## src/rtl/bus_mode_ctrl.sv

```systemverilog
module bus_mode_ctrl #(
  parameter int unsigned QUAL_TICKS = 36_000_000
) (
  input  logic clk,
  input  logic rst_n,
  input  logic above_lo,
  input  logic above_hi,
  input  logic disconnect,
  input  logic master_sel,
  output logic st_se,
  output logic st_lvd,
  output logic st_hpd,
  output logic pos_gnd_en,
  output logic neg_reg_en,
  output logic diff_net_en,
  output logic reg_on,
  output logic reg_sel_hi,
  output logic sense_drv_en
);
  localparam int CW = $clog2(QUAL_TICKS + 1);
  localparam logic [CW-1:0] LAST = CW'(QUAL_TICKS - 1);
  localparam logic [1:0] M_SE = 2'd0, M_LVD = 2'd1, M_HPD = 2'd2;

  logic [1:0]    mode, cand, dec;
  logic [CW-1:0] cnt;

  assign dec = above_hi ? M_HPD : (above_lo ? M_LVD : M_SE);

  always_ff @(posedge clk) begin
    if (!rst_n) begin
      mode <= M_HPD;
      cand <= M_HPD;
      cnt  <= '0;
    end else if (cnt == '0) begin
      cand <= dec;
      if (dec != mode) cnt <= CW'(1);
    end else if (dec == cand) begin
      if (cnt == LAST) begin
        mode <= cand;
        cnt  <= '0;
      end else begin
        cnt <= cnt + 1'b1;
      end
    end else begin
      cnt <= cnt - 1'b1;
    end
  end

  assign st_se  = (mode == M_SE);
  assign st_lvd = (mode == M_LVD);
  assign st_hpd = (mode == M_HPD);

  assign reg_on       = !disconnect;
  assign pos_gnd_en   = reg_on && st_se;
  assign neg_reg_en   = reg_on && st_se;
  assign diff_net_en  = reg_on && st_lvd;
  assign reg_sel_hi   = st_se;
  assign sense_drv_en = reg_on && master_sel;

  a_r6_onehot: assert property (@(posedge clk) disable iff (!rst_n)
    $onehot({st_se, st_lvd, st_hpd}));

  a_r3_commit_at_terminal: assert property (@(posedge clk) disable iff (!rst_n)
    (mode != $past(mode)) |-> ($past(cnt) == LAST && cnt == '0));

  a_r5_unit_step: assert property (@(posedge clk) disable iff (!rst_n)
    (cnt != $past(cnt)) |->
      (cnt == $past(cnt) + 1'b1 || cnt == $past(cnt) - 1'b1 || cnt == '0));

  a_r12_no_overrun: assert property (@(posedge clk) disable iff (!rst_n)
    cnt <= LAST);

  a_r10_disc_off: assert property (@(posedge clk) disable iff (!rst_n)
    disconnect |-> !(pos_gnd_en || neg_reg_en || diff_net_en || reg_on || sense_drv_en));

  a_r11_sense_gate: assert property (@(posedge clk) disable iff (!rst_n)
    sense_drv_en |-> (master_sel && !disconnect));
endmodule

```

## config.mk

```make
export PLATFORM = sky130hd
export DESIGN_NAME = bus_mode_ctrl
export DESIGN_NICKNAME = d
export VERILOG_FILES = /design/src/rtl/bus_mode_ctrl.sv
export SDC_FILE = /design/constraint.sdc
export NUM_CORES = 1
export LEC_CHECK = 0
export BUFFER_PORTS_ARGS = -buffer_cell sky130_fd_sc_hd__buf_4
export CORE_UTILIZATION = 54
export DETAILED_ROUTE_END_ITERATION = 8
export PLACE_DENSITY = 0.85
export SYNTH_ARGS = -nofsm -noshare
export SYNTH_HDL_FRONTEND = slang
export SYNTH_SLANG_ARGS = --single-unit
export TNS_END_PERCENT = 10
```

## constraint.sdc

```tcl
create_clock -name clk -period 2.7 [get_ports clk]
set_clock_uncertainty 0.1 [all_clocks]
set_input_delay 0.27 -clock clk [delete_from_list [all_inputs] [get_ports clk]]
set_output_delay 0.27 -clock clk [all_outputs]
set_load 0.03 [all_outputs]
```

Yosys cells after proc, flatten, opt, wreduce, memory -nomap -nowiden
Index checks and enable logic that the tools add are counted.

storage, ports and cells
  bits in latches = 0
  memories = 0
  memory bits (read-only) = 0
  RAM bits = 0
  register bits = 30
  input port bits = 6

cells by class
  equality and inequality tests = 6
  shift-type cells = 0
  add/subtract/negate cells = 2
  div/mod/pow operators = 0
  magnitude comparators = 0
  bitwise logic cells = 1
  $mul = 0
  reductions and logical operators = 7
  mux-type cells = 6

operator list
  operator                 count
  $mux W26                 4
  $add A26 B1 Y26 const B  1
  $eq A26 B26 Y1 const B   1
  $logic_not A26 Y1        1
  $sub A26 B1 Y26 const B  1
  $logic_and A1 B1 Y1      3
  $reduce_and A3 Y1        1
  $eq A2 B1 Y1 const B     1
  $eq A2 B2 Y1             1
  $eq A2 B2 Y1 const B     1
  $logic_not A2 Y1         1
  $mux W2                  1
  $ne A2 B1 Y1 const B     1
  $ne A2 B2 Y1             1
  $logic_not A1 Y1         1
  $mux W1                  1
  $not A1 Y1               1

Longest topological paths before layout
Gate-level depths: netlist of run 1.

  word-level depth = 5
  depth in mapped cells = 9

Worst setup path before layout of run 1
No wires, ideal clock.

  kind = flip-flop to flip-flop
  from = reg cnt[0]
  to = reg cnt[17]
  cell stages (with the launch flop) = 10
  buffers on the path = 1
  clock period less this slack = 2.563 ns
  setup time = 0.115 ns
  setup slack = 0.137 ns
  data arrival time = 2.348 ns
  cell sequence = dfxtp_1 -> inv_1 -> ha_1 -> or3b_1 -> or4_4 -> nor4b_4 -> nand2b_1 -> or2_2 -> buf_4 -> nor2_1

on the way
  cells in the longest elaborated chain, start to end = 4

ends and longest elaborated chain
  item                                                      RTL line  source
  start, declared                                           25        logic [CW-1:0] cnt;
  start signal, assigned                                    42        cnt <= cnt + 1'b1;
  start signal, assigned                                    45        cnt <= cnt - 1'b1;
  $add A26 B1 Y26 / $eq A26 B26 Y1 (equally long branches)  42, 38
  $mux W26                                                  38        if (cnt == LAST) begin
  $mux W26                                                  37        end else if (dec == cand) begin
  $mux W26                                                  34        end else if (cnt == '0) begin

Several ways; a longest one is shown, not always the timed one.
A chain may end at the register's enable or synchronous reset.

Final worst setup path of run 1
  from = reg cnt[1]
  to = reg cnt[3]

Same word-level chain as after synthesis.

==> results.md, run 1 <==
- Setup TNS: 0 ns
- Chip height: 61.97 µm
- VDD IR max: 629.7 µV
- Core Region: between 0.003 and 0.004 mm²
- Status: completed
- Wire length on met3: 288 µm
- Max-cap viol count: 0
- Final Power: 2899 µW
- Worst-Skew Late Latency: 0.34 ns
- Syn Area/Cell: 8.091 µm²
- Initial Util: 57.29%
- CTS buffer count: 5
- Number of inserted diodes: 0
- Layout Cells excl Fill: 303
- Final Hold Fails: 0
- Synth Register Bits: 30
- DR WL/cell: approximately 15 µm
- Layout cell share with drive strength beyond 1: 17.12%
- First-pass GRT wire length: 6789 µm
- IO Port Bufs: 14
- Met1 Routed Length: between 1500 and 2000 µm
- CTS tree: done
- Post-CTS Resized: 0
- Vias/cell: 6.073
- CTS root buffer: clkbuf_4
- Crit-path max cell delay: 0.46 ns
- Cell-internal power: 1570 µW
- Reg2reg setup slack: 0.18 ns
- Combinational Power Share: 59.1%
- Mapped cell area: 0.001942 mm²
- Maximum clock path buffer count: 2
- WL met2: 2173 µm
- Switching share of power: 45.85%
- Placed cell count: 295
- Power Dens Cells: 1340 mW/mm²
- CP max stage cell: or4_4
- Overflow after GRT: 0
- Largest net degree at the start of global routing: 21
- Fin crit period: 2.517 ns
- Endpoints failing setup: 0
- Dpl hpwl: 3211 µm
- CP Data Required Time: around 2.8 ns
- Hold crit path type: input pin to flop
- Post-route ant nets: 0
- CP Class: flop to flop
- Area delta synth->final: 11.40%
- Peak Freq: 397.2 MHz
- Post-CTS setup buffers: 0
- Site row count: 21
- Die Area: 0.003840 mm²
- Critical-path cell list: inv_1 -> ha_1 -> or3b_1 -> or4_4 -> nor4b_4 -> nand2b_1 -> or2_4 -> nor2_1
- RSZ-0062 raised after global routing: no
- Hold Buf Count CTS: 0
- Worst Max-Slew Pin Slew: 0.6553 ns
- Final slew viol count: 0
- Sink Count: 30
- DRC Markers: 0
- Clk network pwr share: 9.9%
- Setup slack after placement: around 0.094 ns
- Synthesized Nets: between 200 and 250
- IO Count: 15
- Relative slew slack: 56.12%
- Commonest non-fill, non-tap cell in the layout: nor2_1
- EDFF count, synth: 0
- Final wirelength: 4418 µm
- Startpoint types: flop
- Leakage: just under 0.0008 µW
- CP max FO: 20
- Synth async-reset ratio: 0%
- Switching Power: 1329 µW
- Vias in the first global route: 1535
- Ys flop type: dfxtp_1
- Most frequent cells in the layout: nor2_1 (40), dfxtp_1 (30), buf_4 (25)
- Global placement routability congestion: 0.8904
- Sequential area share after synthesis: 30.93%
- Initial antenna violation count: 0
- Top Metal Used: met4
- Vias post-DR: 1840
- Worst setup EP type: flop
- Reg power frac: 31.1%
- Iteration count of the initial detailed-routing pass: 4
- Period utilization: 93.24%
- CTS clk-pin slew, worst paths: approximately 0.10 ns
- Synth warn: 0
- Crit path arrival time: roughly 2.6 ns
- DIE WIDTH: 61.97 µm
- Nets@finish: 264
- Initial DRC count: 196
- H-tree depth: 2
- Final worst slack: 0.1826 ns
- Synth cell types: 51
- Mapped Cells: 240
- Total track usage: 24.28%
## worst paths after layout
check                            start              endpoint  cells after the start
setup / recovery   cnt[1]$_SDFFE_PN0P_   cnt[3]$_SDFFE_PN0P_                      8
hold / removal                   rst_n  mode[1]$_SDFFE_PN1P_                      2
setup reg to reg   cnt[1]$_SDFFE_PN0P_   cnt[3]$_SDFFE_PN0P_                      8
hold reg to reg   cand[1]$_SDFFE_PN1N_  mode[1]$_SDFFE_PN1P_                      2
## cell type report
class                   count  area [µm²]
well taps                  46       57.56
clock inverters             1       5.005
flip-flops and latches     30       600.6
multi-input cells         188        1235
repair buffers             25       187.7
inverters                   6       22.52
clock buffers               7       55.05
fillers                   278        1226
## flip-flops by register name (all words and copies together) (netlist names)
name  count
mode      2
cand      2
cnt      26
## layer usage
metal	vias up	track usage (%)
li1	902	-
met4	0	7.937
met1	847	29.68
met5	-	0
met2	86	41.79
met3	5	5.797
## metrics by stage
stage	util [%]	area, µm²	hold WS (ns)
2_1_floorplan	-	1942	0.2319
3_3_place_gp	61.98	2101	0.3853
3_5_place_dp	61.98	2101	0.3888
4_1_cts	63.75	2161	0.03097
5_1_grt	63.82	2163	0.03759
6_report	63.82	2163	0.03059
## cells by family (layout without fill, tap and decap cells)
group / Yosys count / count (layout) / share of synthesized area, %
compound gates: 33 / 33 / 13.72
xor+xnor: 21 / 21 / 9.472
fa+ha+maj: 2 / 2 / 1.288
buf+inv: 22 / 39 / 5.605
flops: 30 / 30 / 30.93
mux: 5 / 5 / 2.577
simple gates: 127 / 127 / 36.40
## worst max-delay path, delay by kind of cell, from the launching register on
family        cells  cell delay (ns)
simple gates      6             1.68
flops             1             0.36
fa+ha+maj         1             0.18
buf+inv           1             0.09
## power groups by stage
| stage | sequential (µW) | combinational, µW | clock [µW] |
|---|---|---|---|
| final | 900 | 1710 | 286 |
| after global placement | 895 | 1630 | 0 |
| after floorplan | 769 | 1440 | 0 |
| after detailed placement | 899 | 1670 | 0 |
| after global routing | 930 | 1850 | 308 |
| after CTS | 890 | 1680 | 290 |
## cell usage after synthesis, drive strengths merged (7+ instances only)
master,count,area share (%)
nor2,40,7.7
or4,7,3.1
or3,9,3.2
nand4,7,2.3
xnor2,15,6.8
buf,8,2.9
nor3,9,2.3
clkbuf,8,1.5
nand2,15,2.9
nor4,7,2.3
dfxtp,30,31
No activity file was read; power rests on OpenSTA's default activity.
==> run 2: changes to the inputs <==
Settings changed: PLACE_DENSITY 0.85 to 0.86, SKIP_LAST_GASP from default to 1.
==> results.md, run 2 (synthesis results as in run 1) <==
- CTS root buffer: clkbuf_4
- Number of inserted diodes: 0
- Finished Cell Area: 0.002166 mm²
- Worst Max-Slew Pin Slew: 0.5828 ns
- Dpl hpwl: 3246 µm
- Post-route ant nets: 0
- Endpoints failing setup: 0
- Switching Power: ~1300 µW
- CP Class: flop to flop
- Core Region: around 0.0034 mm²
- DR WL/cell: 14.16 µm
- VDD IR max: 712.8 µV
- Die Area: 0.003840 mm²
- Maximum clock path buffer count: 2
- First-pass GRT wire length: 7003 µm
- CP max stage cell: or4b_1
- IO Port Bufs: 14
- Vias post-DR: approximately 1900
- Vias in the first global route: 1573
- Iteration count of the initial detailed-routing pass: 5
- Combinational Power Share: 60.2%
- Initial Util: 57.29%
- Initial DRC count: 143
- Final wirelength: between 4000 and 5000 µm
- Fillers: 273
- Nets@finish: 265
- Layout cell share with drive strength beyond 1: 16.73%
- Commonest non-fill, non-tap cell in the layout: nor2_1
- Power Dens Cells: 1338 mW/mm²
- Switching share of power: 45.53%
- RSZ-0062 raised after global routing: no
- Final slew viol count: 0
- Register area: 600.6 µm²
- Initial antenna violation count: 0
- Site row count: 21
- DRC Markers: 0
- IO Count: 15
- Placed cell area: about 0.0021 mm²
- Final Hold Fails: 0
- Largest register FFs: 26
- Clk network pwr share: roughly 8.5%
- Relative slew slack: just over 60%
- Crit path arrival time: roughly 2.7 ns
- CTS tree: done
- Area of the multi-input gates: 0.001232 mm²
- Leakage: 0.0007866 µW
- Reg power frac: 31.3%
- Biggest regs: cnt x26, cand x2, mode x2
- Sink Count: 30
- CTS buffer count: 5
- Most frequent cells in the layout: nor2_1 (40), dfxtp_1 (30), buf_4 (25)
- Vias/cell: 6.125
- Hold Buf Count CTS: 0
- Final Power: between 2000 and 3000 µW
- CP Data Required Time: roughly 2.8 ns
- Startpoint types: flop
- Total track usage: approximately 25%
- Max-cap viol count: 0
- H-tree depth: 2
- CP max FO: 6
- Critical-path cell list: or4_1 -> o211a_2 -> or4b_1 -> o32ai_2 -> xnor2_1 -> nor2_1
- Setup TNS: 0 ns
- DIE WIDTH: a little over 60 µm
- Largest net degree at the start of global routing: 13
- Area delta synth->final: 11.53%
- Overflow after GRT: 0
- Peak Freq: 392.1 MHz
- Worst setup EP type: flop
- Worst-Skew Late Latency: 0.34 ns
- CTS clk-pin slew, worst paths: 0.10 ns
- Hold crit path type: input pin to flop
- Chip height: 61.97 µm
- Fin crit period: roughly 2.6 ns
- Status: completed
- Post-CTS setup buffers: 0
- Global placement routability congestion: 0.9183
- Post-CTS Resized: 0
- Crit-path max cell delay: 0.70 ns
- Largest Register: cnt
- Cell-internal power: between 1500 and 2000 µW
- Period utilization: 94.45%
==> run 2: layout make-up <==
cell class	count	share of cell area, %
Clock buffer	7	2.080
Inverter	6	1.040
Timing Repair Buffer	26	9.590
Sequential cell	30	27.73
Tap cell	46	2.657
Multi-Input combinational cell	188	56.90
==> run 2: path summary, 6_finish.rpt <==
check                             from                    to  slack, ns  depth (start not counted)
setup / recovery  cand[0]$_SDFFE_PN0N_  cnt[25]$_SDFFE_PN0P_       0.15                          6
hold / removal                   rst_n  mode[1]$_SDFFE_PN1P_       0.03                          2
setup reg to reg  cand[0]$_SDFFE_PN0N_  cnt[25]$_SDFFE_PN0P_       0.15                          6
hold reg to reg   cnt[11]$_SDFFE_PN0P_  cnt[11]$_SDFFE_PN0P_       0.47                          2
==> run 2: worst max-delay path, delay by kind of cell, from the launching register on <==
| family | cells | cell delay, ns |
|---|---|---|
| compound gates | 2 | 0.50 |
| flops | 1 | 0.36 |
| simple gates | 3 | 1.33 |
| xor+xnor | 1 | 0.15 |
==> run 2: metrics by stage <==
step	setup WS [ns]	hold slack (ns)	std cells	utilization, %
2_1_floorplan	0.1374	0.2319	240	-
3_3_place_gp	0.1910	0.3876	296	62.57
3_5_place_dp	0.1435	0.3872	296	62.57
4_1_cts	0.1628	0.02540	303	63.90
5_1_grt	0.03511	0.03193	303	63.90
6_report	0.1499	0.03142	303	63.90
==> run 2: power by group through the flow <==
| stage | clock [µW] | combinational [µW] | sequential (µW) |
|---|---|---|---|
| floorplan | 0 | 1440 | 769 |
| global placement | 0 | 1690 | 897 |
| detailed placement | 0 | 1720 | 905 |
| CTS | 252 | 1740 | 897 |
| global route | 268 | 1930 | 934 |
| finish | 246 | 1740 | 908 |
==> run 2: routing by layer <==
metal	share of wire, %	global-route usage, %	vias to the layer above	wire (µm)
met5	0	0	-	0
met4	2.0	11.11	0	85
met3	6.9	5.590	10	294
met2	47	40.43	78	2000
met1	44	32.66	863	1909
li1	-	-	905	-
